File: config.mk
export PLATFORM = sky130hd
export DESIGN_NAME = lcd_scan_top
export DESIGN_NICKNAME = d
export VERILOG_FILES = /design/src/rtl/lcd_scan_pkg.sv /design/src/rtl/lcd_frame_timer.sv /design/src/rtl/lcd_pixel_fetch.sv /design/src/rtl/lcd_level_enc.sv /design/src/rtl/lcd_scan_top.sv
export SDC_FILE = /design/constraint.sdc
export NUM_CORES = 1
export LEC_CHECK = 0
export BUFFER_PORTS_ARGS = -buffer_cell sky130_fd_sc_hd__buf_2
export CAP_MARGIN = 5
export CORE_MARGIN = 4
export CORE_UTILIZATION = 55
export DETAILED_ROUTE_END_ITERATION = 12
export PLACE_DENSITY = 0.75
export SYNTH_ARGS = -nofsm -noshare
export SYNTH_HDL_FRONTEND = slang
export SYNTH_SLANG_ARGS = --single-unit
File: constraint.sdc
create_clock -name clk -period 3.05 [get_ports clk]
set_clock_uncertainty 0.1 [all_clocks]
set_input_delay 0.4575 -clock clk [delete_from_list [all_inputs] [get_ports clk]]
set_output_delay 0.4575 -clock clk [all_outputs]
set_load 0.01 [all_outputs]
File: src/rtl/lcd_scan_pkg.sv
package lcd_scan_pkg;

    typedef enum logic [1:0] {
        LVL_GND  = 2'd0,
        LVL_LOW  = 2'd1,
        LVL_HIGH = 2'd2,
        LVL_TOP  = 2'd3
    } lvl_e;

    // Number of scanned commons for a duty code, clamped to what exists.
    function automatic int unsigned coms_for_duty(input logic [1:0] duty, input int unsigned max_coms);
        int unsigned n;
        case (duty)
            2'd0:    n = 2;
            2'd1:    n = 3;
            default: n = 4;
        endcase
        return (n > max_coms) ? max_coms : n;
    endfunction

    // Level of an active common in a normal frame.
    function automatic lvl_e com_level(input logic selected);
        return selected ? LVL_TOP : LVL_LOW;
    endfunction

    // Level of a segment in a normal frame.
    function automatic lvl_e seg_level(input logic lit, input logic third);
        if (lit) return LVL_GND;
        return third ? LVL_HIGH : LVL_LOW;
    endfunction

    // Mirror for the inverted frame; at half bias the one mid level stays put.
    function automatic lvl_e mirror_lvl(input lvl_e l, input logic inv, input logic third);
        if (!inv) return l;
        if (!third && (l == LVL_LOW || l == LVL_HIGH)) return LVL_LOW;
        return lvl_e'(2'd3 - l);
    endfunction

endpackage

File: src/rtl/lcd_frame_timer.sv
module lcd_frame_timer
    import lcd_scan_pkg::*;
#(
    parameter int unsigned NUM_COM  = 4,
    parameter int unsigned DIV_RC   = 1024,
    parameter int unsigned DIV_XTAL = 128
) (
    input  logic                          clk,
    input  logic                          rst,
    input  logic                          enable,
    input  logic                          src_xtal,
    input  logic [$clog2(NUM_COM+1)-1:0]  n_active,
    output logic [$clog2(NUM_COM)-1:0]    com_idx,
    output logic                          inv
);
    localparam int unsigned DIV_MAX = (DIV_RC > DIV_XTAL) ? DIV_RC : DIV_XTAL;
    localparam int unsigned CNT_W   = $clog2(DIV_MAX + 1);
    localparam int unsigned CW      = $clog2(NUM_COM);
    localparam int unsigned NW      = $clog2(NUM_COM + 1);

    logic [CNT_W-1:0] div_cnt;
    logic [CNT_W-1:0] div_lim;
    logic             phase_end;
    logic             scan_end;

    assign div_lim   = src_xtal ? CNT_W'(DIV_XTAL - 1) : CNT_W'(DIV_RC - 1);
    assign phase_end = (div_cnt >= div_lim);
    assign scan_end  = ((NW'(com_idx) + NW'(1)) >= n_active);

    always_ff @(posedge clk) begin
        if (rst || !enable) begin
            div_cnt <= '0;
            com_idx <= '0;
            inv     <= 1'b0;
        end else if (phase_end) begin
            div_cnt <= '0;
            if (scan_end) begin
                com_idx <= '0;
                inv     <= ~inv;
            end else begin
                com_idx <= com_idx + CW'(1);
            end
        end else begin
            div_cnt <= div_cnt + CNT_W'(1);
        end
    end

endmodule

File: src/rtl/lcd_pixel_fetch.sv
module lcd_pixel_fetch
    import lcd_scan_pkg::*;
#(
    parameter int unsigned NUM_SEG = 32,
    parameter int unsigned DW      = 4
) (
    input  logic                                        clk,
    input  logic                                        rst,
    output logic [$clog2(NUM_SEG)-1:0]                  rd_addr,
    input  logic [DW-1:0]                               rd_data,
    output logic [NUM_SEG-1:0][DW-1:0]                  pix
);
    localparam int unsigned AW = $clog2(NUM_SEG);

    logic [AW-1:0] addr_q;
    logic [AW-1:0] addr_d1;
    logic          rd_vld;
    logic [DW-1:0] shadow_q [NUM_SEG];

    always_ff @(posedge clk) begin
        if (rst) begin
            addr_q  <= '0;
            addr_d1 <= '0;
            rd_vld  <= 1'b0;
        end else begin
            addr_q  <= (addr_q == AW'(NUM_SEG - 1)) ? '0 : addr_q + AW'(1);
            addr_d1 <= addr_q;
            rd_vld  <= 1'b1;
        end
    end

    always_ff @(posedge clk) begin
        if (rst) begin
            for (int g = 0; g < int'(NUM_SEG); g++) shadow_q[g] <= '0;
        end else begin
            for (int g = 0; g < int'(NUM_SEG); g++) begin
                if (rd_vld && addr_d1 == AW'(g)) shadow_q[g] <= rd_data;
            end
        end
    end

    for (genvar g = 0; g < int'(NUM_SEG); g++) begin : g_pix
        assign pix[g] = shadow_q[g];
    end

    assign rd_addr = addr_q;

endmodule

File: src/rtl/lcd_level_enc.sv
module lcd_level_enc
    import lcd_scan_pkg::*;
#(
    parameter int unsigned NUM_COM = 4,
    parameter int unsigned NUM_SEG = 32
) (
    input  logic                                clk,
    input  logic                                rst,
    input  logic                                enable,
    input  logic                                third,
    input  logic [$clog2(NUM_COM+1)-1:0]        n_active,
    input  logic [$clog2(NUM_COM)-1:0]          com_idx,
    input  logic                                inv,
    input  logic [NUM_SEG-1:0][NUM_COM-1:0]     pix,
    output logic [NUM_COM-1:0][1:0]             com_q,
    output logic [NUM_SEG-1:0][1:0]             seg_q
);
    localparam int unsigned CW = $clog2(NUM_COM);
    localparam int unsigned NW = $clog2(NUM_COM + 1);

    logic [NUM_COM-1:0][1:0] com_d;
    logic [NUM_SEG-1:0][1:0] seg_d;

    for (genvar k = 0; k < int'(NUM_COM); k++) begin : g_com
        assign com_d[k] = (NW'(k) >= n_active) ? LVL_GND
                        : mirror_lvl(com_level(com_idx == CW'(k)), inv, third);
    end

    for (genvar g = 0; g < int'(NUM_SEG); g++) begin : g_seg
        assign seg_d[g] = mirror_lvl(seg_level(pix[g][com_idx], third), inv, third);
    end

    always_ff @(posedge clk) begin
        if (rst || !enable) begin
            com_q <= '0;
            seg_q <= '0;
        end else begin
            com_q <= com_d;
            seg_q <= seg_d;
        end
    end

endmodule

File: src/rtl/lcd_scan_top.sv
module lcd_scan_top
    import lcd_scan_pkg::*;
#(
    parameter int unsigned NUM_COM  = 4,
    parameter int unsigned NUM_SEG  = 32,
    parameter int unsigned DIV_RC   = 1024,
    parameter int unsigned DIV_XTAL = 128
) (
    input  logic                          clk,
    input  logic                          rst,
    input  logic                          clk_src_xtal,
    input  logic [1:0]                    duty_sel,
    input  logic                          bias_third,
    input  logic                          lcd_en,
    output logic [$clog2(NUM_SEG)-1:0]    mem_addr,
    input  logic [NUM_COM-1:0]            mem_rdata,
    output logic [NUM_COM*2-1:0]          com_lvl,
    output logic [NUM_SEG*2-1:0]          seg_lvl
);
    localparam int unsigned CW = $clog2(NUM_COM);
    localparam int unsigned NW = $clog2(NUM_COM + 1);

    logic [NW-1:0]                  n_active;
    logic [CW-1:0]                  com_idx;
    logic                           inv;
    logic [NUM_SEG-1:0][NUM_COM-1:0] pix;
    logic [NUM_COM-1:0][1:0]        com_q;
    logic [NUM_SEG-1:0][1:0]        seg_q;

    assign n_active = NW'(coms_for_duty(duty_sel, NUM_COM));

    lcd_frame_timer #(
        .NUM_COM (NUM_COM),
        .DIV_RC  (DIV_RC),
        .DIV_XTAL(DIV_XTAL)
    ) u_timer (
        .clk     (clk),
        .rst     (rst),
        .enable  (lcd_en),
        .src_xtal(clk_src_xtal),
        .n_active(n_active),
        .com_idx (com_idx),
        .inv     (inv)
    );

    lcd_pixel_fetch #(
        .NUM_SEG(NUM_SEG),
        .DW     (NUM_COM)
    ) u_fetch (
        .clk    (clk),
        .rst    (rst),
        .rd_addr(mem_addr),
        .rd_data(mem_rdata),
        .pix    (pix)
    );

    lcd_level_enc #(
        .NUM_COM(NUM_COM),
        .NUM_SEG(NUM_SEG)
    ) u_enc (
        .clk     (clk),
        .rst     (rst),
        .enable  (lcd_en),
        .third   (bias_third),
        .n_active(n_active),
        .com_idx (com_idx),
        .inv     (inv),
        .pix     (pix),
        .com_q   (com_q),
        .seg_q   (seg_q)
    );

    assign com_lvl = com_q;
    assign seg_lvl = seg_q;

endmodule

==> flow_summary.ini <==
[grt]
grt_pass1_vias = 5309
grtUsageMet2 = 0.336
met1_usage = 0.279
antenna_found_initial = 0
grt_max_degree = 43
top_usage_layer = met2
grt_pass1_wl_microns = 28800
overflow = 0
met3_usage = 0.0424
grt_usage = 0.204

[worst_setup_path]
ff2ff_setup_slack_ns = 0.81
start_kind = flop
slowest_stage = a2111oi_0
critical_path_class = flop to flop
critical_path.top_delay_family = adder cells
path_max_fanout = 11
worstPathCellList = buf_4 -> inv_1 -> ha_1 -> ha_1 -> and2_1 -> a2111oi_0 -> a31oi_1 -> nand3_1
crit_path_end_kind = flop
arrival_ns = 2.57
worst_path_most_repeated_cell = ha_1
critPathBufInv = 2
cp.required_ns = 3.38
max_stage_delay_ns = 0.48

[clock_tree]
numCtsBuffers = 22
clk_latency_ns = 0.49
hold_buffers = 0
root_buffer = clkbuf_16
clk_pin_slew_ns = 0.06
cts_buffer_depth = 3
cts_tree = yes
cts_resized = 0
cts.sinks = 225
postCtsSetupBuffers = 0
htree_levels = 1

[timing]
worstMarginPinSlew_ns = 0.974
slew_headroom = 0.342
fin_tns_setup_ns = 0
setup_viol_count_final = 0
fin_hold_ws_ns = 0.177
maxSlewViolCount = 0
grt_setup_unrepaired = false
finalCritPeriodShare = 0.736
min_period_ns = 2.24
hold_viol_final = 0
fmax_ghz = 0.446

[synthesis]
yosysTopAreaCellShare = 0.441
ys_warn_count = 0
syn_inst = 660
synth_top_area_cell = edfxtp_1
synth.distinct_cells = 42
synthTopCellsByArea = edfxtp_1, dfxtp_1, mux4_2
syn-num-nets = 684
avgSynthCellArea_sq_um = 13.2
syn_area_sq_um = 8720
synth_ff_type = edfxtp_1
synth.cells.most_frequent = edfxtp_1, nor2_1, dfxtp_1, nand2_1, a21oi_1
async_flop_share = 0
ys_seq_area_frac = 0.663
yosysMostFrequentCell = edfxtp_1
ys_ff_latch = 225
synth_edf_count = 128

[power]
p_per_area_nw_per_um2 = 634
leakage_nw = 3.99
ir_worst_vdd_v = 0.000365
power_mw = 6.40

[placement]
dp_hpwl_microns = 12200
placed_cells = 933
gp_congestion = 0.826
portBuffers = 87

[floorplanning]
die_width_microns = 134
dieArea_sq_um = 17900
rows = 45
initial_core_util = 0.568
die_h_microns = 134
core_sq_um = 15400
ioPinCount = 88

[final_layout]
nNetsFinal = 770
fillers = 1117
diodes = 0
instances_no_fill = 973
drive_gt1_frac = 0.244
area_delta_synth_final_pct = 15.8

[status]
outcome = complete, no violations

[route]
firstDrtPassIters = 5
wl_per_cell_microns = 18.7
postRouteAntennaNets = 0
vias = 5476
drt_iter0_drc = 669
drt-total-wl_microns = 18200
vias_per_cell = 5.63
drc = 0

[flow_run]
cap_viol_max_count = 0

[min_path]
hp-class = input pin to flop
[layout by cell type, fill, tap and decap left out, types with 2 or more instances in the layout]
| cell type | count |
|---|---|
| mux2i_1 | 34 |
| nand2_1 | 43 |
| o31ai_1 | 2 |
| ha_1 | 13 |
| clkbuf_8 | 4 |
| and4_1 | 2 |
| edfxtp_1 | 128 |
| clkbuf_16 | 26 |
| inv_4 | 2 |
| and3_1 | 3 |
| o21ai_0 | 11 |
| a31oi_1 | 2 |
| nor3b_1 | 4 |
| nor2_1 | 125 |
| a21o_1 | 2 |
| o41ai_1 | 3 |
| nor2b_2 | 2 |
| nand2b_1 | 6 |
| nor2b_1 | 9 |
| dfxtp_1 | 96 |
| a21oi_1 | 39 |
| clkbuf_1 | 2 |
| nand3_1 | 14 |
| nand4_1 | 4 |
| clkinv_1 | 2 |
| buf_2 | 87 |
| clkinv_2 | 4 |
| xor2_1 | 5 |
| inv_1 | 7 |
| nor2_2 | 9 |
| buf_4 | 15 |
| nor3_1 | 7 |
| xnor2_1 | 5 |
| mux4_2 | 32 |
[worst paths after layout]
kind,end,from,cells after the start
max,u_timer.inv$_SDFFE_PP0P_,u_timer.com_idx[1]$_SDFFE_PP0P_,8
min,u_enc.com_q[6]$_SDFF_PP0_,duty_sel[1],2
min reg2reg,u_timer.div_cnt[0]$_SDFF_PP0_,u_timer.div_cnt[0]$_SDFF_PP0_,1
max reg2reg,u_timer.inv$_SDFFE_PP0P_,u_timer.com_idx[1]$_SDFFE_PP0P_,8
[registers in the layout, indices dropped and copies added, names as in the netlist]
name	cells
u_timer.inv	1
u_enc.seg_q	64
u_fetch.rd_addr	5
u_timer.com_idx	2
u_enc.com_q	8
u_timer.div_cnt	11
u_fetch.shadow_q	128
u_fetch.rd_vld	1
u_fetch.addr_d1	5
[cell families after synthesis]
group	count (synthesis)	share of synthesized area
XOR/XNOR	10	0.0100
flip-flops	225	0.663
buffers and inverters	49	0.0267
adder cells (fa/ha/maj)	13	0.0186
multiplexers	66	0.122
AND/OR/NAND/NOR	236	0.121
AO/OA/AOI/OAI	61	0.0386
[cell type report]
type	instances	area [sq um]	share of cell area
flip-flops and latches	225	5790	0.573
repair buffers	102	548	0.0543
inverters	9	33.8	0.00334
clock inverters	8	45.0	0.00446
multi-input cells	386	2710	0.268
well taps	211	264	0.0261
clock buffers	32	713	0.0706
[per-stage QoR]
| step | cell area (sq um) | setup WS [ns] | utilization |
|---|---|---|---|
| floorplan | 8720 | 0.878 | - |
| global placement | 9340 | 0.831 | 0.608 |
| finish | 10100 | 0.806 | 0.657 |
| global route | 10100 | 0.667 | 0.657 |
| CTS | 10100 | 0.806 | 0.657 |
| detailed placement | 9340 | 0.766 | 0.608 |
[report_power, final]
| group | internal, mW | total [mW] | switching (mW) | leakage (nW) |
|---|---|---|---|---|
| registers | 3.34 | 3.38 | 0.0414 | 2.10 |
| logic | 0.106 | 0.307 | 0.200 | 1.51 |
| clock network | 1.63 | 2.72 | 1.09 | 0.382 |
| total | 5.07 | 6.40 | 1.33 | 3.99 |
[layer usage]
metal	routed length, microns	vias up
met2	8800	207
li1	-	2536
met5	0	-
met3	1260	35
met4	356	0
met1	7790	2698
No activity file was read; power rests on OpenSTA's default activity.
